==> src/rtl/hdlc_tx_pkg.sv <==
package hdlc_tx_pkg;
  localparam int BYTE_W = 8;
  localparam logic [BYTE_W-1:0] FLAG_OCTET = 8'h7E;
  localparam logic [BYTE_W-1:0] MARK_OCTET = 8'hFF;
  localparam logic [BYTE_W-1:0] PAD_ALT_OCTET = 8'hAA;
  localparam logic [BYTE_W-1:0] PAD_ZERO_OCTET = 8'h00;

  // What the datapath is currently shifting out
  typedef enum logic [2:0] {
    K_MARK, K_FLAG, K_PAD, K_DATA, K_FCS
  } itemKind_e;

  // Option byte, MSB first
  typedef struct packed {
    logic       padOn;
    logic       padAlt;
    logic       presetZero;
    logic       fcsOff;
    logic       idleMark;
    logic [2:0] padCount;
  } txOpt_t;

  // Control-to-datapath strobes
  typedef struct packed {
    logic              load;
    itemKind_e         kind;
    logic [BYTE_W-1:0] octet;
    logic              crcInit;
    logic              presetZero;
  } txStrobe_t;
endpackage

==> src/rtl/hdlc_tx_optreg.sv <==
module hdlc_tx_optreg
  import hdlc_tx_pkg::*;
(
  input  logic              clk,
  input  logic              rstN,
  input  logic              wrEn,
  input  logic [BYTE_W-1:0] wrData,
  output logic [BYTE_W-1:0] rdData,
  output txOpt_t            opt
);
  logic [BYTE_W-1:0] optQ;

  always_ff @(posedge clk or negedge rstN) begin
    if (!rstN) optQ <= '0;
    else if (wrEn) optQ <= wrData;
  end

  assign rdData = optQ;
  assign opt    = txOpt_t'(optQ);

  p_write_lands_r2: assert property (@(posedge clk) disable iff (!rstN)
    wrEn |=> (rdData == $past(wrData)));
endmodule

==> src/rtl/hdlc_tx_datapath.sv <==
module hdlc_tx_datapath
  import hdlc_tx_pkg::*;
#(
  parameter int CRC_W = 16,
  parameter logic [CRC_W-1:0] CRC_POLY = 16'h8408,
  parameter int STUFF_RUN = 5
) (
  input  logic      clk,
  input  logic      rstN,
  input  logic      bitEn,
  input  txStrobe_t strobe,
  output logic      needItem,
  output logic      txBit
);
  localparam int CNT_W  = $clog2(CRC_W);
  localparam int ONES_W = $clog2(STUFF_RUN + 1);
  localparam logic [CNT_W-1:0]  BYTE_LAST = CNT_W'(BYTE_W - 1);
  localparam logic [CNT_W-1:0]  FCS_LAST  = CNT_W'(CRC_W - 1);
  localparam logic [ONES_W-1:0] RUN_MAX   = ONES_W'(STUFF_RUN);

  logic [BYTE_W-1:0] shReg;
  logic [CRC_W-1:0]  crcReg;
  logic [CRC_W-1:0]  crcStep;
  itemKind_e         curKind;
  logic [CNT_W-1:0]  bitCnt;
  logic [ONES_W-1:0] onesCnt;
  logic              fcsInv;
  logic              txBitQ;
  logic              stuffNow;
  logic              stuffable;
  logic              itemLast;
  logic              curBit;
  logic              fb;

  assign stuffNow  = (onesCnt == RUN_MAX);
  assign stuffable = (curKind == K_DATA) || (curKind == K_FCS);
  assign itemLast  = (curKind == K_FCS) ? (bitCnt == FCS_LAST) : (bitCnt == BYTE_LAST);
  assign curBit    = (curKind == K_FCS) ? (crcReg[0] ^ fcsInv) : shReg[0];
  assign needItem  = bitEn && !stuffNow && itemLast;

  always_comb begin
    fb      = crcReg[0] ^ shReg[0];
    crcStep = (crcReg >> 1) ^ (fb ? CRC_POLY : '0);
  end

  always_ff @(posedge clk or negedge rstN) begin
    if (!rstN) begin
      shReg   <= MARK_OCTET;
      curKind <= K_MARK;
      bitCnt  <= BYTE_LAST;
      onesCnt <= '0;
      crcReg  <= '1;
      fcsInv  <= 1'b1;
      txBitQ  <= 1'b1;
    end else if (bitEn) begin
      if (stuffNow) begin
        txBitQ  <= 1'b0;
        onesCnt <= '0;
      end else begin
        txBitQ <= curBit;
        if (stuffable) onesCnt <= curBit ? onesCnt + ONES_W'(1) : '0;
        else onesCnt <= '0;
        if (curKind == K_DATA) crcReg <= crcStep;
        else if (curKind == K_FCS) crcReg <= crcReg >> 1;
        if (itemLast) begin
          if (strobe.load) begin
            shReg   <= strobe.octet;
            curKind <= strobe.kind;
            bitCnt  <= '0;
            if (strobe.crcInit) begin
              crcReg <= strobe.presetZero ? '0 : '1;
              fcsInv <= !strobe.presetZero;
            end
          end
        end else begin
          shReg  <= shReg >> 1;
          bitCnt <= bitCnt + CNT_W'(1);
        end
      end
    end
  end

  assign txBit = txBitQ;

  p_stuff_zero_r7: assert property (@(posedge clk) disable iff (!rstN)
    (bitEn && stuffNow) |=> !txBit);
  p_ones_bound_r7: assert property (@(posedge clk) disable iff (!rstN)
    onesCnt <= RUN_MAX);
  p_mark_high_r4: assert property (@(posedge clk) disable iff (!rstN)
    (bitEn && !stuffNow && curKind == K_MARK) |=> txBit);
  p_need_loads_r11: assert property (@(posedge clk) disable iff (!rstN)
    needItem |-> strobe.load);
  p_load_only_on_need_r11: assert property (@(posedge clk) disable iff (!rstN)
    strobe.load |-> needItem);
endmodule

==> src/rtl/hdlc_tx_control.sv <==
module hdlc_tx_control
  import hdlc_tx_pkg::*;
#(
  parameter int MAX_PAD = 4
) (
  input  logic              clk,
  input  logic              rstN,
  input  logic              needItem,
  input  txOpt_t            opt,
  input  logic [BYTE_W-1:0] inData,
  input  logic              inValid,
  input  logic              inLast,
  output logic              inReady,
  output txStrobe_t         strobe
);
  localparam int PC_W = $bits(opt.padCount);

  typedef enum logic [2:0] {
    C_IDLE, C_PAD, C_OPEN, C_DATA, C_FCS, C_CLOSE
  } ctlState_e;

  ctlState_e         state, stateNext;
  logic [PC_W-1:0]   padLeft, padLeftNext;
  logic              lastTaken, lastTakenNext;
  logic              wasMark;
  logic              padCountOk;
  logic [BYTE_W-1:0] padOctet;

  assign padCountOk = (opt.padCount != '0) && (opt.padCount <= PC_W'(MAX_PAD));
  assign padOctet   = opt.padAlt ? PAD_ALT_OCTET : PAD_ZERO_OCTET;

  always_comb begin
    strobe            = '0;
    strobe.kind       = K_MARK;
    strobe.octet      = MARK_OCTET;
    strobe.presetZero = opt.presetZero;
    strobe.load       = needItem;
    stateNext         = state;
    padLeftNext       = padLeft;
    lastTakenNext     = lastTaken;
    inReady           = 1'b0;
    if (needItem) begin
      unique case (state)
        C_IDLE: begin
          if (inValid && wasMark && opt.padOn && padCountOk) begin
            strobe.kind  = K_PAD;
            strobe.octet = padOctet;
            padLeftNext  = opt.padCount - PC_W'(1);
            stateNext    = C_PAD;
          end else if (inValid) begin
            strobe.kind  = K_FLAG;
            strobe.octet = FLAG_OCTET;
            stateNext    = C_OPEN;
          end else if (opt.idleMark) begin
            strobe.kind  = K_MARK;
            strobe.octet = MARK_OCTET;
          end else begin
            strobe.kind  = K_FLAG;
            strobe.octet = FLAG_OCTET;
          end
        end
        C_PAD: begin
          if (padLeft != '0) begin
            strobe.kind  = K_PAD;
            strobe.octet = padOctet;
            padLeftNext  = padLeft - PC_W'(1);
          end else begin
            strobe.kind  = K_FLAG;
            strobe.octet = FLAG_OCTET;
            stateNext    = C_OPEN;
          end
        end
        C_OPEN, C_CLOSE: begin
          if (inValid) begin
            strobe.kind    = K_DATA;
            strobe.octet   = inData;
            strobe.crcInit = 1'b1;
            inReady        = 1'b1;
            lastTakenNext  = inLast;
            stateNext      = C_DATA;
          end else if (state == C_OPEN || !opt.idleMark) begin
            strobe.kind  = K_FLAG;
            strobe.octet = FLAG_OCTET;
            stateNext    = (state == C_OPEN) ? C_OPEN : C_IDLE;
          end else begin
            strobe.kind  = K_MARK;
            strobe.octet = MARK_OCTET;
            stateNext    = C_IDLE;
          end
        end
        C_DATA: begin
          if (!lastTaken && inValid) begin
            strobe.kind   = K_DATA;
            strobe.octet  = inData;
            inReady       = 1'b1;
            lastTakenNext = inLast;
          end else if (!opt.fcsOff) begin
            strobe.kind = K_FCS;
            stateNext   = C_FCS;
          end else begin
            strobe.kind  = K_FLAG;
            strobe.octet = FLAG_OCTET;
            stateNext    = C_CLOSE;
          end
        end
        default: begin
          strobe.kind  = K_FLAG;
          strobe.octet = FLAG_OCTET;
          stateNext    = C_CLOSE;
        end
      endcase
    end
  end

  always_ff @(posedge clk or negedge rstN) begin
    if (!rstN) begin
      state     <= C_IDLE;
      padLeft   <= '0;
      lastTaken <= 1'b0;
      wasMark   <= 1'b0;
    end else begin
      state     <= stateNext;
      padLeft   <= padLeftNext;
      lastTaken <= lastTakenNext;
      if (needItem) wasMark <= (strobe.kind == K_MARK);
    end
  end

  p_pad_gate_r5: assert property (@(posedge clk) disable iff (!rstN)
    (strobe.load && strobe.kind == K_PAD && state == C_IDLE) |-> (opt.padOn && padCountOk));
  p_pad_left_r5: assert property (@(posedge clk) disable iff (!rstN)
    (state == C_PAD) |-> (padLeft < PC_W'(MAX_PAD)));
  p_no_pad_from_flag_r6: assert property (@(posedge clk) disable iff (!rstN)
    (needItem && state == C_IDLE && !wasMark) |-> (strobe.kind != K_PAD));
  p_share_flag_r10: assert property (@(posedge clk) disable iff (!rstN)
    (state == C_CLOSE && needItem && inValid) |=> (state == C_DATA));
endmodule

==> src/rtl/hdlc_pad_tx.sv <==
module hdlc_pad_tx
  import hdlc_tx_pkg::*;
#(
  parameter int CRC_W = 16,
  parameter logic [CRC_W-1:0] CRC_POLY = 16'h8408,
  parameter int STUFF_RUN = 5,
  parameter int MAX_PAD = 4
) (
  input  logic       clk,
  input  logic       rstN,
  input  logic       optWrEn,
  input  logic [7:0] optWrData,
  output logic [7:0] optRdData,
  input  logic       bitEn,
  input  logic [7:0] inData,
  input  logic       inValid,
  input  logic       inLast,
  output logic       inReady,
  output logic       txBit
);
  txOpt_t    opt;
  txStrobe_t strobe;
  logic      needItem;

  hdlc_tx_optreg u_opt (
    .clk(clk), .rstN(rstN), .wrEn(optWrEn), .wrData(optWrData),
    .rdData(optRdData), .opt(opt)
  );

  hdlc_tx_control #(.MAX_PAD(MAX_PAD)) u_ctl (
    .clk(clk), .rstN(rstN), .needItem(needItem), .opt(opt),
    .inData(inData), .inValid(inValid), .inLast(inLast),
    .inReady(inReady), .strobe(strobe)
  );

  hdlc_tx_datapath #(.CRC_W(CRC_W), .CRC_POLY(CRC_POLY), .STUFF_RUN(STUFF_RUN)) u_dp (
    .clk(clk), .rstN(rstN), .bitEn(bitEn), .strobe(strobe),
    .needItem(needItem), .txBit(txBit)
  );
endmodule

==> config.mk <==
export PLATFORM = sky130hd
export DESIGN_NAME = hdlc_pad_tx
export DESIGN_NICKNAME = d
export VERILOG_FILES = /design/src/rtl/hdlc_tx_pkg.sv /design/src/rtl/hdlc_tx_optreg.sv /design/src/rtl/hdlc_tx_datapath.sv /design/src/rtl/hdlc_tx_control.sv /design/src/rtl/hdlc_pad_tx.sv
export SDC_FILE = /design/constraint.sdc
export NUM_CORES = 1
export LEC_CHECK = 0
export BUFFER_PORTS_ARGS = -buffer_cell sky130_fd_sc_hd__buf_2
export CAP_MARGIN = 20
export CORE_MARGIN = 1.5
export CORE_UTILIZATION = 29
export CTS_CLUSTER_DIAMETER = 40
export DETAILED_ROUTE_END_ITERATION = 8
export PLACE_DENSITY_LB_ADDON = 0.25
export SYNTH_ARGS = -nofsm -noshare
export SYNTH_HDL_FRONTEND = slang
export SYNTH_SLANG_ARGS = --single-unit
==> constraint.sdc <==
create_clock -name clk -period 3.8 [get_ports clk]
set_input_delay 0.76 -clock clk [delete_from_list [all_inputs] [get_ports clk]]
set_output_delay 0.76 -clock clk [all_outputs]
set_load 0.1 [all_outputs]
==> impl_metrics.yaml <==
detailed_routing:
  ant_nets: 0
  drc: 0
  dr.pass1.iters: 4
  vias_per_cell: 5.21
  num_vias: 2405
  wl_mm: 6.89
  avgRoutedWirePerCell_um: 14.9
  drtIter0Drc: 110
power:
  p_leak_uw: 0.00135
  p_per_area_mw_per_mm2: 703
  peakVddDrop_mv: 0.290
timing:
  setup_slack_ns: 0.481
  worst_clock_skew_ns: 0.0132
  rsz0062_at_grt: "no"
  max_slew_margin_pct: 39.5
  final-hold-violation-count: 0
  tightestPinTransition_ns: 0.908
  period_share_pct: 87.3
  fmax_mhz: 301
  drv_slew: 0
  hold_slack_ns: 0.391
  finalSetupTns_ns: 0
  setup_viol: 0
  layout_min_cycle_time_ns: 3.32
floorplan:
  start_util_pct: 30.0
  die_w_um: 104
  dieArea_mm2: 0.0108
  ios: 32
  num_rows: 36
  core_mm2: 0.00982
  dieHeight_um: 104
grt:
  grt_pass1_vias: 2440
  grt.overflow.total: 0
  grt_pass1_wl_mm: 12.2
  grt_max_degree: 33
  antenna_found_initial: 0
  grt_usage_pct: 13.6
place:
  pre_cts_ws_ns: 0.847
  gp_congestion: 0.819
  io_buffers: 31
  post_dp_cell_area_mm2: 0.00321
  hpwl_mm: 4.82
setup_path:
  critical_path_class: "register to primary output"
  crit_path_end_kind: "primary output"
  cp_max_fo: 8
  arrival_ns: 2.56
  required_ns: 3.04
  start_kind: "register"
yosys:
  ys_warn_count: 0
  postSynthAreaPerCell_um2: 9.66
  synth_edf_count: 0
  synth_flop_cell: "dfstp_2"
  syn_nets: 331
  ys_ff_latch: 52
  ys_types: 54
  async_flop_share_pct: 100
  syn_area_mm2: 0.00295
  ys_seq_area_share_pct: 45.4
  syn_inst: 305
clock_tree:
  cts_max_path_buffers: 2
  numCtsBuffers: 5
  root_buffer: "clkbuf_8"
  clock-sinks: 52
  clk_pin_slew_ns: 0.10
  postCtsHoldBufs: 0
  ctsResizeCount: 0
  postCtsSetupBuffers: 0
  clock_latency_ns: 0.31
  cts_tree: "done"
  h-tree-depth: 2
worst_hold_path:
  hold_path.class: "primary input to asynchronous set/reset pin"
final_layout:
  design_area_mm2: 0.00333
  nets: 354
  multi_input_area_mm2: 0.00151
  drive_gt1_share_pct: 27.4
  insertedDiodeCount: 0
  fill_cells: 1029
  syn_to_final_growth_pct: 12.9
  final_core_util_pct: 33.9
  seqCellArea_mm2: 0.00134
outcome:
  outcome: "finished, final reports clean"
flow_run:
  max_cap_violations: 0
## metal layers
| layer | global-route usage, % | wire length (µm) | vias up | share of wire [%] |
|---|---|---|---|---|
| met1 | 18.8 | 3460 | 1179 | 50 |
| met4 | 3.67 | 84 | 0 | 1.2 |
| met2 | 22.1 | 3140 | 45 | 46 |
| met3 | 2.27 | 205 | 7 | 3.0 |
| li1 | - | - | 1174 | - |
| met5 | 0 | 0 | - | 0 |
## cells by family after synthesis
| kind of cell | Yosys count | share of synthesized area (%) |
|---|---|---|
| AOI/OAI and AO/OA | 100 | 23.0 |
| xor gates and xnor gates | 5 | 1.49 |
| adders and majority gates | 4 | 1.70 |
| buffers and inverters | 22 | 3.27 |
| DFF | 52 | 45.4 |
| muxes | 16 | 5.90 |
| and+or+nand+nor | 106 | 19.3 |
## layout make-up
| cell class | count | area share (%) |
|---|---|---|
| sequential | 52 | 40.2 |
| multi-input combinational | 231 | 45.5 |
| inverter | 3 | 0.338 |
| timing repair buffer | 35 | 5.57 |
| clock inverter | 3 | 1.35 |
| tap | 133 | 5.00 |
| clock buffer | 5 | 2.07 |
## report_power, final
group / internal, µW / switching, µW / leakage, µW / total, µW
sequential: 826 / 237 / 0.000590 / 1060
clock: 199 / 201 / 0.0000591 / 401
combinational: 379 / 497 / 0.000702 / 876
## flip-flops by register name (all words and copies together), names as in the netlist, 2 cells and up, named ones only
register / count
u_dp.crcReg: 16
u_dp.bitCnt: 4
u_dp.onesCnt: 3
u_ctl.padLeft: 3
u_opt.opt: 8
u_ctl.state: 2
u_dp.curKind: 3
u_dp.shReg: 8
## Yosys cell counts, types with 2 or more instances
cell type / count / area [µm²]
mux2_2: 11 / 124
a211o_1: 2 / 17.5
nand2b_1: 9 / 56.3
nor4_1: 2 / 12.5
dfrtp_1: 23 / 576
xor2_1: 4 / 35.0
a211oi_1: 3 / 22.5
o2111ai_1: 2 / 17.5
o2bb2ai_1: 3 / 26.3
o21ai_0: 29 / 145
o211ai_1: 3 / 22.5
nand2_1: 30 / 113
a221o_1: 3 / 30.0
o21a_1: 2 / 15.0
and3_1: 2 / 12.5
mux2i_1: 5 / 50.1
a221oi_1: 2 / 17.5
nor3_1: 14 / 70.1
clkbuf_1: 13 / 48.8
a2bb2oi_1: 10 / 87.6
nand3b_1: 3 / 22.5
a32o_1: 3 / 30.0
o31ai_1: 5 / 37.5
nor2b_1: 8 / 50.1
o22ai_1: 5 / 31.3
a21oi_1: 16 / 80.1
buf_1: 2 / 7.51
and3b_1: 2 / 17.5
inv_1: 3 / 11.3
nor3b_1: 4 / 30.0
a21o_1: 3 / 22.5
dfstp_2: 29 / 762
buf_2: 2 / 10.0
ha_1: 4 / 50.1
or3_1: 4 / 25.0
nand3_1: 6 / 30.0
nor2_1: 14 / 52.6
or3b_2: 2 / 17.5
a22oi_1: 3 / 22.5
## critical path, stage by stage (launching register included)
cell and delay [ns]:
dfrtp_1 0.50, nor3b_4 0.40, mux2i_1 0.59, nor2_1 0.23, and3_1 0.24, buf_2 0.29
## stage by stage
stage | instances | total power, µW
after CTS | 462 | 2360
after detailed placement | 454 | 1950
final | 462 | 2340
after global placement | 454 | 1930
after floorplan | 305 | 1750
after global routing | 462 | 2520
## cells in the final DEF (no fill, tap or decap), drive strengths merged, types with 3 or more instances in the layout
| cell type | count |
|---|---|
| buf | 35 |
| nand2 | 30 |
| o21ai | 29 |
| dfstp | 29 |
| dfrtp | 23 |
| a21oi | 16 |
| nor2 | 14 |
| nor3 | 14 |
| mux2 | 11 |
| a2bb2oi | 10 |
| nand2b | 9 |
| nor2b | 8 |
| nand3 | 6 |
| mux2i | 5 |
| o31ai | 5 |
| o22ai | 5 |
| clkbuf | 5 |
| nor3b | 5 |
| inv | 5 |
| or3 | 4 |
| xor2 | 4 |
| ha | 4 |
| a32o | 3 |
| o2bb2ai | 3 |
| a22oi | 3 |
| o211ai | 3 |
| a221o | 3 |
| nand3b | 3 |
| a211oi | 3 |
| a21o | 3 |
| nor4 | 3 |
## path summary, 6_finish.rpt
kind,from,endpoint,slack (ns),cells past startpoint
worst max-delay path,u_dp.curKind[1],inReady,0.48,5
worst min-delay path,rstN,u_dp.onesCnt[0],0.39,1
worst max register to register,u_dp.curKind[1],u_dp.crcReg[15],1.11,5
worst min register to register,u_dp.bitCnt[1],u_dp.bitCnt[1],0.48,2
max in group asynchronous,rstN,u_dp.crcReg[13],2.57,2
min in group clk,u_dp.bitCnt[1],u_dp.bitCnt[1],0.48,2
(Power assumes the default switching activity.)
